<file path="config.mk">
export PLATFORM = sky130hd
export DESIGN_NAME = rst_cause_reg
export DESIGN_NICKNAME = d
export VERILOG_FILES = /design/src/rtl/rst_cause_pkg.sv /design/src/rtl/rcs_flag_cell.sv /design/src/rtl/rcs_power_state.sv /design/src/rtl/rcs_bor_enable.sv /design/src/rtl/rst_cause_reg.sv
export SDC_FILE = /design/constraint.sdc
export NUM_CORES = 1
export LEC_CHECK = 0
export ABC_CLOCK_PERIOD_IN_PS = 2100
export CAP_MARGIN = 20
export CORE_AREA = 4 4 41 43
export CTS_CLUSTER_SIZE = 16
export DETAILED_ROUTE_END_ITERATION = 16
export DIE_AREA = 0 0 45 47
export DONT_BUFFER_PORTS = 1
export PLACE_DENSITY = 0.56
export SETUP_SLACK_MARGIN = 0.4
export SYNTH_ARGS = -nofsm -noshare
export SYNTH_HDL_FRONTEND = slang
export SYNTH_SLANG_ARGS = --single-unit
</file>
<file path="constraint.sdc">
create_clock -name clk -period 2.1 [get_ports clk]
set_input_delay 0.42 -clock clk [delete_from_list [all_inputs] [get_ports clk]]
set_output_delay 0.42 -clock clk [all_outputs]
set_load 0.01 [all_outputs]
</file>
<file path="src/rtl/rst_cause_pkg.sv">
`timescale 1ns/1ps
package rst_cause_pkg;
  localparam int REG_W     = 8;
  localparam int BOR_CFG_W = 2;

  localparam int IDX_PRIO = 7;
  localparam int IDX_SBOR = 6;
  localparam int IDX_CM   = 5;
  localparam int IDX_RI   = 4;
  localparam int IDX_TO   = 3;
  localparam int IDX_PD   = 2;
  localparam int IDX_POR  = 1;
  localparam int IDX_BOR  = 0;

  localparam logic [BOR_CFG_W-1:0] BOR_CFG_SW     = 2'b01;
  localparam logic [REG_W-1:0]     POWER_ON_IMAGE = 8'b0111_1100;

  typedef struct packed {
    logic prio;
    logic sbor;
    logic cm;
    logic ri;
    logic to;
    logic pd;
    logic por;
    logic bor;
  } cause_bits_t;

  // Software brown-out control is honoured in one configuration only
  function automatic logic sw_bor_allowed(input logic [BOR_CFG_W-1:0] cfg);
    return (cfg == BOR_CFG_SW);
  endfunction

  // Assemble the visible word, masking the enable bit when gated
  function automatic logic [REG_W-1:0] pack_read(input cause_bits_t s,
                                                 input logic allow);
    cause_bits_t v;
    v      = s;
    v.sbor = s.sbor & allow;
    return v;
  endfunction
endpackage

</file>
<file path="src/rtl/rcs_flag_cell.sv">
`timescale 1ns/1ps
// Event-cleared, firmware-written status bit
module rcs_flag_cell #(
  parameter logic INIT = 1'b1
) (
  input  logic clk,
  input  logic rst_n,
  input  logic load_por,
  input  logic hw_clr,
  input  logic fw_we,
  input  logic fw_d,
  output logic q
);
  always_ff @(posedge clk or negedge rst_n) begin
    if (!rst_n)        q <= INIT;
    else if (load_por) q <= INIT;
    else if (hw_clr)   q <= 1'b0;
    else if (fw_we)    q <= fw_d;
  end
endmodule

</file>
<file path="src/rtl/rcs_power_state.sv">
`timescale 1ns/1ps
// Watchdog time-out and power-down flags: hardware-only state
module rcs_power_state (
  input  logic clk,
  input  logic rst_n,
  input  logic load_por,
  input  logic wdt_timeout,
  input  logic sleep_exec,
  input  logic wdt_clear,
  output logic to_q,
  output logic pd_q
);
  logic to_set, to_clr, pd_set, pd_clr;

  assign to_clr = wdt_timeout;
  assign to_set = (sleep_exec | wdt_clear) & ~wdt_timeout;
  assign pd_clr = sleep_exec;
  assign pd_set = wdt_clear & ~sleep_exec;

  always_ff @(posedge clk or negedge rst_n) begin
    if (!rst_n) begin
      to_q <= 1'b1;
      pd_q <= 1'b1;
    end else if (load_por) begin
      to_q <= 1'b1;
      pd_q <= 1'b1;
    end else begin
      if (to_clr)      to_q <= 1'b0;
      else if (to_set) to_q <= 1'b1;
      if (pd_clr)      pd_q <= 1'b0;
      else if (pd_set) pd_q <= 1'b1;
    end
  end
endmodule

</file>
<file path="src/rtl/rcs_bor_enable.sv">
`timescale 1ns/1ps
// Software brown-out enable, gated by the configuration field
module rcs_bor_enable
  import rst_cause_pkg::*;
#(
  parameter logic INIT = 1'b1
) (
  input  logic                 clk,
  input  logic                 rst_n,
  input  logic                 load_por,
  input  logic [BOR_CFG_W-1:0] cfg,
  input  logic                 fw_we,
  input  logic                 fw_d,
  output logic                 stored_q,
  output logic                 allow
);
  assign allow = sw_bor_allowed(cfg);

  always_ff @(posedge clk or negedge rst_n) begin
    if (!rst_n)                stored_q <= INIT;
    else if (load_por)         stored_q <= INIT;
    else if (fw_we && allow)   stored_q <= fw_d;
  end
endmodule

</file>
<file path="src/rtl/rst_cause_reg.sv">
`timescale 1ns/1ps
module rst_cause_reg
  import rst_cause_pkg::*;
(
  input  logic                 clk,
  input  logic                 rst_n,
  input  logic                 evt_por,
  input  logic                 evt_bor,
  input  logic                 evt_wdt_timeout,
  input  logic                 evt_sleep,
  input  logic                 evt_wdt_clear,
  input  logic                 evt_reset_instr,
  input  logic                 evt_cfg_mismatch,
  input  logic [BOR_CFG_W-1:0] bor_cfg,
  input  logic                 wr_en,
  input  logic [REG_W-1:0]     wr_data,
  output logic [REG_W-1:0]     rd_data,
  output logic                 prio_en,
  output logic                 sw_bor_en
);
  // Firmware-writable flags: brown-out, power-on, reset-instr, mismatch, priority
  localparam int FW_N = 5;
  localparam int FW_POS [FW_N] = '{IDX_BOR, IDX_POR, IDX_RI, IDX_CM, IDX_PRIO};

  // Named internal events
  logic              por_load;
  logic [FW_N-1:0]   fw_clr;
  logic [FW_N-1:0]   fw_q;
  logic              to_q, pd_q, sbor_q, sbor_allow;
  logic              unused_ro_bits;
  cause_bits_t       state;

  assign por_load = evt_por;
  assign fw_clr   = {1'b0, evt_cfg_mismatch, evt_reset_instr, 1'b0, evt_bor};
  assign unused_ro_bits = &{1'b0, wr_data[IDX_TO], wr_data[IDX_PD]};

  for (genvar g = 0; g < FW_N; g++) begin : g_fw
    rcs_flag_cell #(.INIT(POWER_ON_IMAGE[FW_POS[g]])) u_cell (
      .clk      (clk),
      .rst_n    (rst_n),
      .load_por (por_load),
      .hw_clr   (fw_clr[g]),
      .fw_we    (wr_en),
      .fw_d     (wr_data[FW_POS[g]]),
      .q        (fw_q[g])
    );
  end

  rcs_power_state u_pwr (
    .clk         (clk),
    .rst_n       (rst_n),
    .load_por    (por_load),
    .wdt_timeout (evt_wdt_timeout),
    .sleep_exec  (evt_sleep),
    .wdt_clear   (evt_wdt_clear),
    .to_q        (to_q),
    .pd_q        (pd_q)
  );

  rcs_bor_enable #(.INIT(POWER_ON_IMAGE[IDX_SBOR])) u_sbor (
    .clk      (clk),
    .rst_n    (rst_n),
    .load_por (por_load),
    .cfg      (bor_cfg),
    .fw_we    (wr_en),
    .fw_d     (wr_data[IDX_SBOR]),
    .stored_q (sbor_q),
    .allow    (sbor_allow)
  );

  always_comb begin
    state      = '0;
    state.bor  = fw_q[0];
    state.por  = fw_q[1];
    state.ri   = fw_q[2];
    state.cm   = fw_q[3];
    state.prio = fw_q[4];
    state.to   = to_q;
    state.pd   = pd_q;
    state.sbor = sbor_q;
  end

  assign rd_data   = pack_read(state, sbor_allow);
  assign prio_en   = state.prio;
  assign sw_bor_en = sbor_q & sbor_allow;
endmodule

</file>
==> flow_summary.ini, run 1 <==
[layout]
n_antenna_cell = 0
design_area_um2 = 424
fin_nets = 54
drive_above_1_share_pct = 30.3
area_growth_pct = -2.59
fill_cells = 144

[clock_network]
cts-root-buf = clkbuf_4
clockBufferDepth = 2
worstSkewPairLatency_ps = 250
cts_max_level = 1
clk_pin_slew_ps = 60
cts_setup_buffers = 0
cts_num_sinks = 8
numCtsBuffers = 3
cts_tree = built
post_cts_resized = 0

[power]
power.density_nw_per_um2 = 775
p_leak_nw = 0.202
p_seq_share_pct = 54.2
clkPwrFrac_pct = 38.2
p_sw_w = 0.0000738
swShare_pct = 22.4
pwr-share-comb_pct = 7.6
p_int_w = 0.000255
vdd_drop_max_mv = 0.313

[synthesis]
synth_top_family_by_area = buffers and inverters
synth_fa_ha_area_share_pct = 0
yosysWarnings = 0
synthMuxAreaShare_pct = 13.8
synth_cells = 37
synth_compound_gate_area_share_pct = 6.90
syn_nets = 57
syn_avg_cell_area_um2 = 11.8
synth_area_um2 = 435
seq_area_frac_synth_pct = 47.4
synth-simple-area-share_pct = 14.4
ys_seq_elements = 8
synthXorXnorAreaFrac_pct = 0
yosysUniqueCellTypes = 12

[sta]
worst-slew-pin-transition_ps = 255
fmax_ghz = 0.666
worst_hold_slack_ps = 220
setup_tns_ps = 0
finalCritPeriodShare_pct = 71.5
maxSlewHeadroom_pct = 83.0
min_period_ps = 1500
finalHoldViolCount = 0
slew_violations = 0
rsz0062_at_grt = false
fin_skew_ps = 0
setup_viol = 0

[floorplan]
rows = 13
ios = 30
start_util_pct = 33.5
coreArea_um2 = 1300
die_h_um = 47
dieArea_um2 = 2120
die_x_um = 45

[global_route]
grt_pass1_vias = 293
antenna_found_initial = 0
grtUsageTotal_pct = 8.61
grt_overflow = 0
grt_max_degree = 10
grt_pass1_wl_um = 1250

[critical_path]
crit_fanout = 2
crit_type = reg -> out
crit_path_cell_trace = and3b_1
worstPathRequired_ps = 1680
slowest_delay_ps = 530
critPathTopFamily = flip-flops
critPathBufInv = 0
crit_arrival_ps = 1080
crit_path_end_kind = primary output
rr_startpoint = g_fw[2].u_cell.q
startpoint_type = flop
crit_start = u_sbor.stored_q
cp_slowest_cell = dfstp_2

[detailed_routing]
antenna_left = 0
post_drt_wl_per_cell_um = 16.7
viasPerCell = 4.96
dr_wl_met2_um = 390
vias = 238
met1_length_um = 293
drtIter0Drc = 2
wl_met3_um = 118
firstDrtPassIters = 3
top_layer = met3
totalWireLength_um = 802
drc_errors = 0

[job]
maxCapViolCount = 0

[placed_design]
portBuffers = 0
placed_area_um2 = 378
place_congestion = 0.603

[worst_hold_path]
min_path_type = in -> reg
hp-start = evt_por

[run_status]
outcome = finished, final reports clean
-- power by group through the flow --
| stage | clock (W) | combinational [W] | sequential [W] |
|---|---|---|---|
| final | 0.000126 | 0.0000249 | 0.000178 |
| after global routing | 0.000141 | 0.0000280 | 0.000180 |
| after CTS | 0.000133 | 0.0000257 | 0.000179 |
| after detailed placement | 0 | 0.0000199 | 0.000181 |
| after global placement | 0 | 0.0000189 | 0.000181 |
| after floorplan | 0 | 0.0000414 | 0.000174 |
-- Yosys cell counts --
cell      number  area, um2
mux2i_1        6       60.1
o21bai_1       4       30.0
and3b_1        1       8.76
nand3b_4       1       20.0
buf_2          1       5.00
buf_4          8       60.1
nor2_1         5       18.8
nor3_2         1       10.0
nor3_1         1       5.00
dfrtp_1        3       75.1
dfstp_2        5        131
buf_6          1       11.3
-- final cells by class --
| type | count | area [um2] | share of cell area [%] |
|---|---|---|---|
| sequential | 8 | 206 | 48.7 |
| clock buffer | 4 | 26.3 | 6.19 |
| timing repair buffer | 2 | 20.0 | 4.72 |
| tap | 15 | 18.8 | 4.42 |
| multi-input combinational | 19 | 153 | 36.0 |
-- through the flow --
| stage | util, % | worst slack, ps | instances | total power (W) |
|---|---|---|---|---|
| after floorplan | - | 822 | 37 | 0.000215 |
| after global placement | 29.0 | 867 | 42 | 0.000200 |
| after detailed placement | 29.0 | 867 | 42 | 0.000201 |
| after CTS | 32.6 | 573 | 48 | 0.000337 |
| after global routing | 32.6 | 549 | 48 | 0.000348 |
| final | 32.6 | 598 | 48 | 0.000329 |
-- logic make-up after synthesis --
kind of cell / count (synthesis)
AOI/OAI and AO/OA: 4
buffers and inverters: 10
and+or+nand+nor: 9
DFF: 8
muxes: 6
-- what timing repair did --
action | in CTS | in global routing
endpoints found under the setup margin | 0 | 0
hold endpoints to repair | 5 | 0
hold buffers | 2 | 0
-- flip-flops by register name (all words and copies together), names as in the netlist --
name and count:
u_sbor.stored_q 1, g_fw.u_cell.q 5, u_pwr.pd_q 1, u_pwr.to_q 1
-- path summary, 6_finish.rpt --
kind | to | slack (ps) | cells after the start
worst max-delay path | rd_data[6] | 600 | 1
worst min register to register | u_sbor.stored_q | 520 | 2
worst max register to register | g_fw[2].u_cell.q | 1280 | 2
max in group asynchronous | u_pwr.to_q | 1370 | 1
min in group asynchronous | g_fw[0].u_cell.q | 470 | 1
worst min-delay path | g_fw[0].u_cell.q | 220 | 1
-- routing by layer --
layer | global-route usage [%] | vias to the layer above
met5 | 0 | -
met4 | 5.26 | 0
met1 | 8.88 | 113
met3 | 5.36 | 0
li1 | - | 107
met2 | 13.3 | 18
-- placed cells by master, fill, tap and decap left out, drive strengths merged --
master,netlist,layout
dfstp,5,5
o21bai,4,4
nand3b,1,1
nor2,5,5
clkbuf,0,4
dlygate4sd3,0,2
dfrtp,3,3
mux2i,6,6
nor3,2,2
and3b,1,1
Note: power is estimated with default switching activity, not from simulation.
==> run 2, diff against run 1 <==
--- a/config.mk
+++ b/config.mk
@@ -5,14 +5,15 @@
 export SDC_FILE = /design/constraint.sdc
 export NUM_CORES = 1
 export LEC_CHECK = 0
-export ABC_CLOCK_PERIOD_IN_PS = 2100
+export ABC_AREA = 1
+export ABC_CLOCK_PERIOD_IN_PS = 1400
 export CAP_MARGIN = 20
 export CORE_AREA = 4 4 41 43
 export CTS_CLUSTER_SIZE = 16
 export DETAILED_ROUTE_END_ITERATION = 16
 export DIE_AREA = 0 0 45 47
 export DONT_BUFFER_PORTS = 1
-export PLACE_DENSITY = 0.56
+export PLACE_DENSITY = 0.57
 export SETUP_SLACK_MARGIN = 0.4
 export SYNTH_ARGS = -nofsm -noshare
 export SYNTH_HDL_FRONTEND = slang
==> constraint.sdc (replaced) <==
create_clock -name clk -period 1.4 [get_ports clk]
set_input_delay 0.28 -clock clk [delete_from_list [all_inputs] [get_ports clk]]
set_output_delay 0.28 -clock clk [all_outputs]
set_load 0.01 [all_outputs]
==> run 2 against run 1 <==
- sequential power rose by 51%
- final area rose by 0.59%
- register-to-register slack got worse by 690 ps
- largest power group unchanged
- die area did not move
- highest routed layer is now met4
- critical endpoint is now sw_bor_en
==> flow_summary.ini, run 2 <==
[layout]
max_flop_register = g_fw.u_cell.q
layout_commonest_cell = nand3_1
largest_reg_flops = 5
n_antenna_cell = 0
fin_nets = 69
fill_cells = 143
layout_common_cells = 10 x nand3_1, 8 x nand2_1, 7 x inv_1, 5 x nor2_1, 5 x dfstp_2
area_growth_pct = -2.29
instances_no_fill = 63
drive_above_1_share_pct = 22.9

[floorplan]
dieArea_um2 = 2120
die_x_um = 45
coreArea_um2 = 1300
rows = 13
die_h_um = 47
start_util_pct = 33.6
ios = 30

[critical_path]
slowest_delay_ps = 520
worstPathRequired_ps = 1120
rrSetupSlack_ps = 590
crit_arrival_ps = 990
rr_startpoint = u_pwr.pd_q
endpoint = sw_bor_en
crit_path_end_kind = primary output
crit_fanout = 2
crit_type = reg -> out
crit_path_cell_trace = and3_4
crit_cells = 1
crit_start = u_sbor.stored_q
cp_slowest_cell = dfstp_2
worst_r2r_endpoint = u_pwr.pd_q
critPathBufInv = 0
critPathTopFamily = flip-flops
startpoint_type = flop
ff2ff_path_depth = 2

[sta]
min_period_ps = 1270
setup_tns_ps = 0
worst-slew-pin-transition_ps = 361
slew_violations = 0
fmax_ghz = 0.790
maxSlewHeadroom_pct = 75.8
fin_skew_ps = 0
finalCritPeriodShare_pct = 90.4
finalHoldViolCount = 0
setup_viol = 0
rsz0062_at_grt = true

[detailed_routing]
viasPerCell = 4.56
antenna_left = 0
vias = 287
post_drt_wl_per_cell_um = 13.1
totalWireLength_um = 824
drtIter0Drc = 2
drc_errors = 0
firstDrtPassIters = 2

[placed_design]
place_congestion = 0.704
hpwl_um = 676
placedCellCount = 58
portBuffers = 0

[synthesis]
synth.area.top_cells = dfstp_2 30%, dfrtp_1 17%, buf_4 14%
synthTopCellsByCount = 10 x nand3_1, 8 x buf_4, 8 x nand2_1, 7 x inv_1
synth_area_um2 = 437
yosysUniqueCellTypes = 13
yosysWarnings = 0
seq_area_frac_synth_pct = 47.3
ys_seq_elements = 8
yosysMostFrequentCell = nand3_1
yosys.area.top_type = dfstp_2
synth_top_area_share_pct = 30.1
synth_edf_count = 0
async_flop_share_pct = 100
synth_cells = 52
syn_nets = 72
ys.flop_type = dfstp_2
syn_avg_cell_area_um2 = 8.40

[power]
p_leak_nw = 0.210
total_power_w = 0.000499
vdd_drop_max_mv = 0.401
power.density_nw_per_um2 = 1170

[clock_network]
cts_tree = built
numCtsBuffers = 3
worstSkewPairLatency_ps = 250
clk_pin_slew_ps = 60
clockBufferDepth = 2
cts-root-buf = clkbuf_4
cts_setup_buffers = 0
cts_num_sinks = 8
cts_max_level = 1

[global_route]
antenna_found_initial = 0
grt_pass1_wl_um = 1230
grt_pass1_vias = 295
grtUsageTotal_pct = 8.62
grt_max_degree = 10
grt_overflow = 0

[worst_hold_path]
min_path_type = in -> reg

[job]
maxCapViolCount = 0

[run_status]
outcome = finished, final reports clean
==> run 2: cell types whose count changed after synthesis, sizes merged <==
cell,delta
and3,+1
buf,-1
and3b,-1
nand3,+10
mux2i,-6
o21ai,+2
o21bai,-4
nand4,+1
nand3b,-1
nor2,+1
inv,+7
nand2,+8
nor3,-2
==> run 2: how the worst min path moves through the flow <==
stage,slack [ps],startpoint,depth (start not counted),to
floorplan,-20,rst_n,0,g_fw[0].u_cell.q
global placement,-20,rst_n,0,g_fw[0].u_cell.q
detailed placement,-20,rst_n,0,g_fw[0].u_cell.q
CTS,90,evt_sleep,1,u_pwr.pd_q
global route,100,evt_sleep,1,u_pwr.pd_q
finish,100,evt_sleep,1,u_pwr.pd_q
==> run 2: report_power, final <==
part / leakage [nW] / internal, W / switching (W) / total [W]
Sequential: 0.0914 / 0.000253 / 0.0000166 / 0.000269
Combinational: 0.104 / 0.0000166 / 0.0000229 / 0.0000395
Clock: 0.0150 / 0.000109 / 0.0000807 / 0.000190
==> run 2: timing repair <==
item / in CTS / in global routing
endpoints found under the setup margin: 8 / 8
resized for setup: 1 / 0
endpoints found under the hold margin: 8 / 0
hold buffers: 1 / 0
cloned: 0 / 0
==> run 2: logic make-up after synthesis <==
logic type | after synthesis | share of synthesized area [%]
AOI/OAI and AO/OA | 2 | 2.29
buffers and inverters | 16 | 22.4
DFF | 8 | 47.3
and+or+nand+nor | 26 | 28.1
==> run 2: final cells by class <==
class                           instances  area [um2]  share of cell area (%)
Clock buffer                            4        26.3                    6.16
Inverter                                7        26.3                    6.16
Multi-Input combinational cell         28         138                    32.3
Sequential cell                         8         208                    48.7
Tap cell                               15        18.8                    4.40
Timing Repair Buffer                    1        10.0                    2.35
==> run 2: per-layer routing <==
| metal | GRT usage (%) | wire length [um] | up-vias |
|---|---|---|---|
| li1 | - | - | 147 |
| met5 | 0 | 0 | - |
| met2 | 12.4 | 422 | 12 |
| met1 | 10.1 | 334 | 126 |
| met3 | 3.45 | 63 | 2 |
| met4 | 7.02 | 4 | 0 |
==> run 2: metrics by stage <==
step                      util (%)  hold slack [ps]  setup WS [ps]  area [um2]
after floorplan                  -            -15.6            321         445
after global placement        29.9            -15.4            400         389
after detailed placement      29.9            -15.3            400         389
after CTS                     32.8             88.5            119         427
after global routing          32.8             97.6           94.7         427
final                         32.8             95.1            134         427
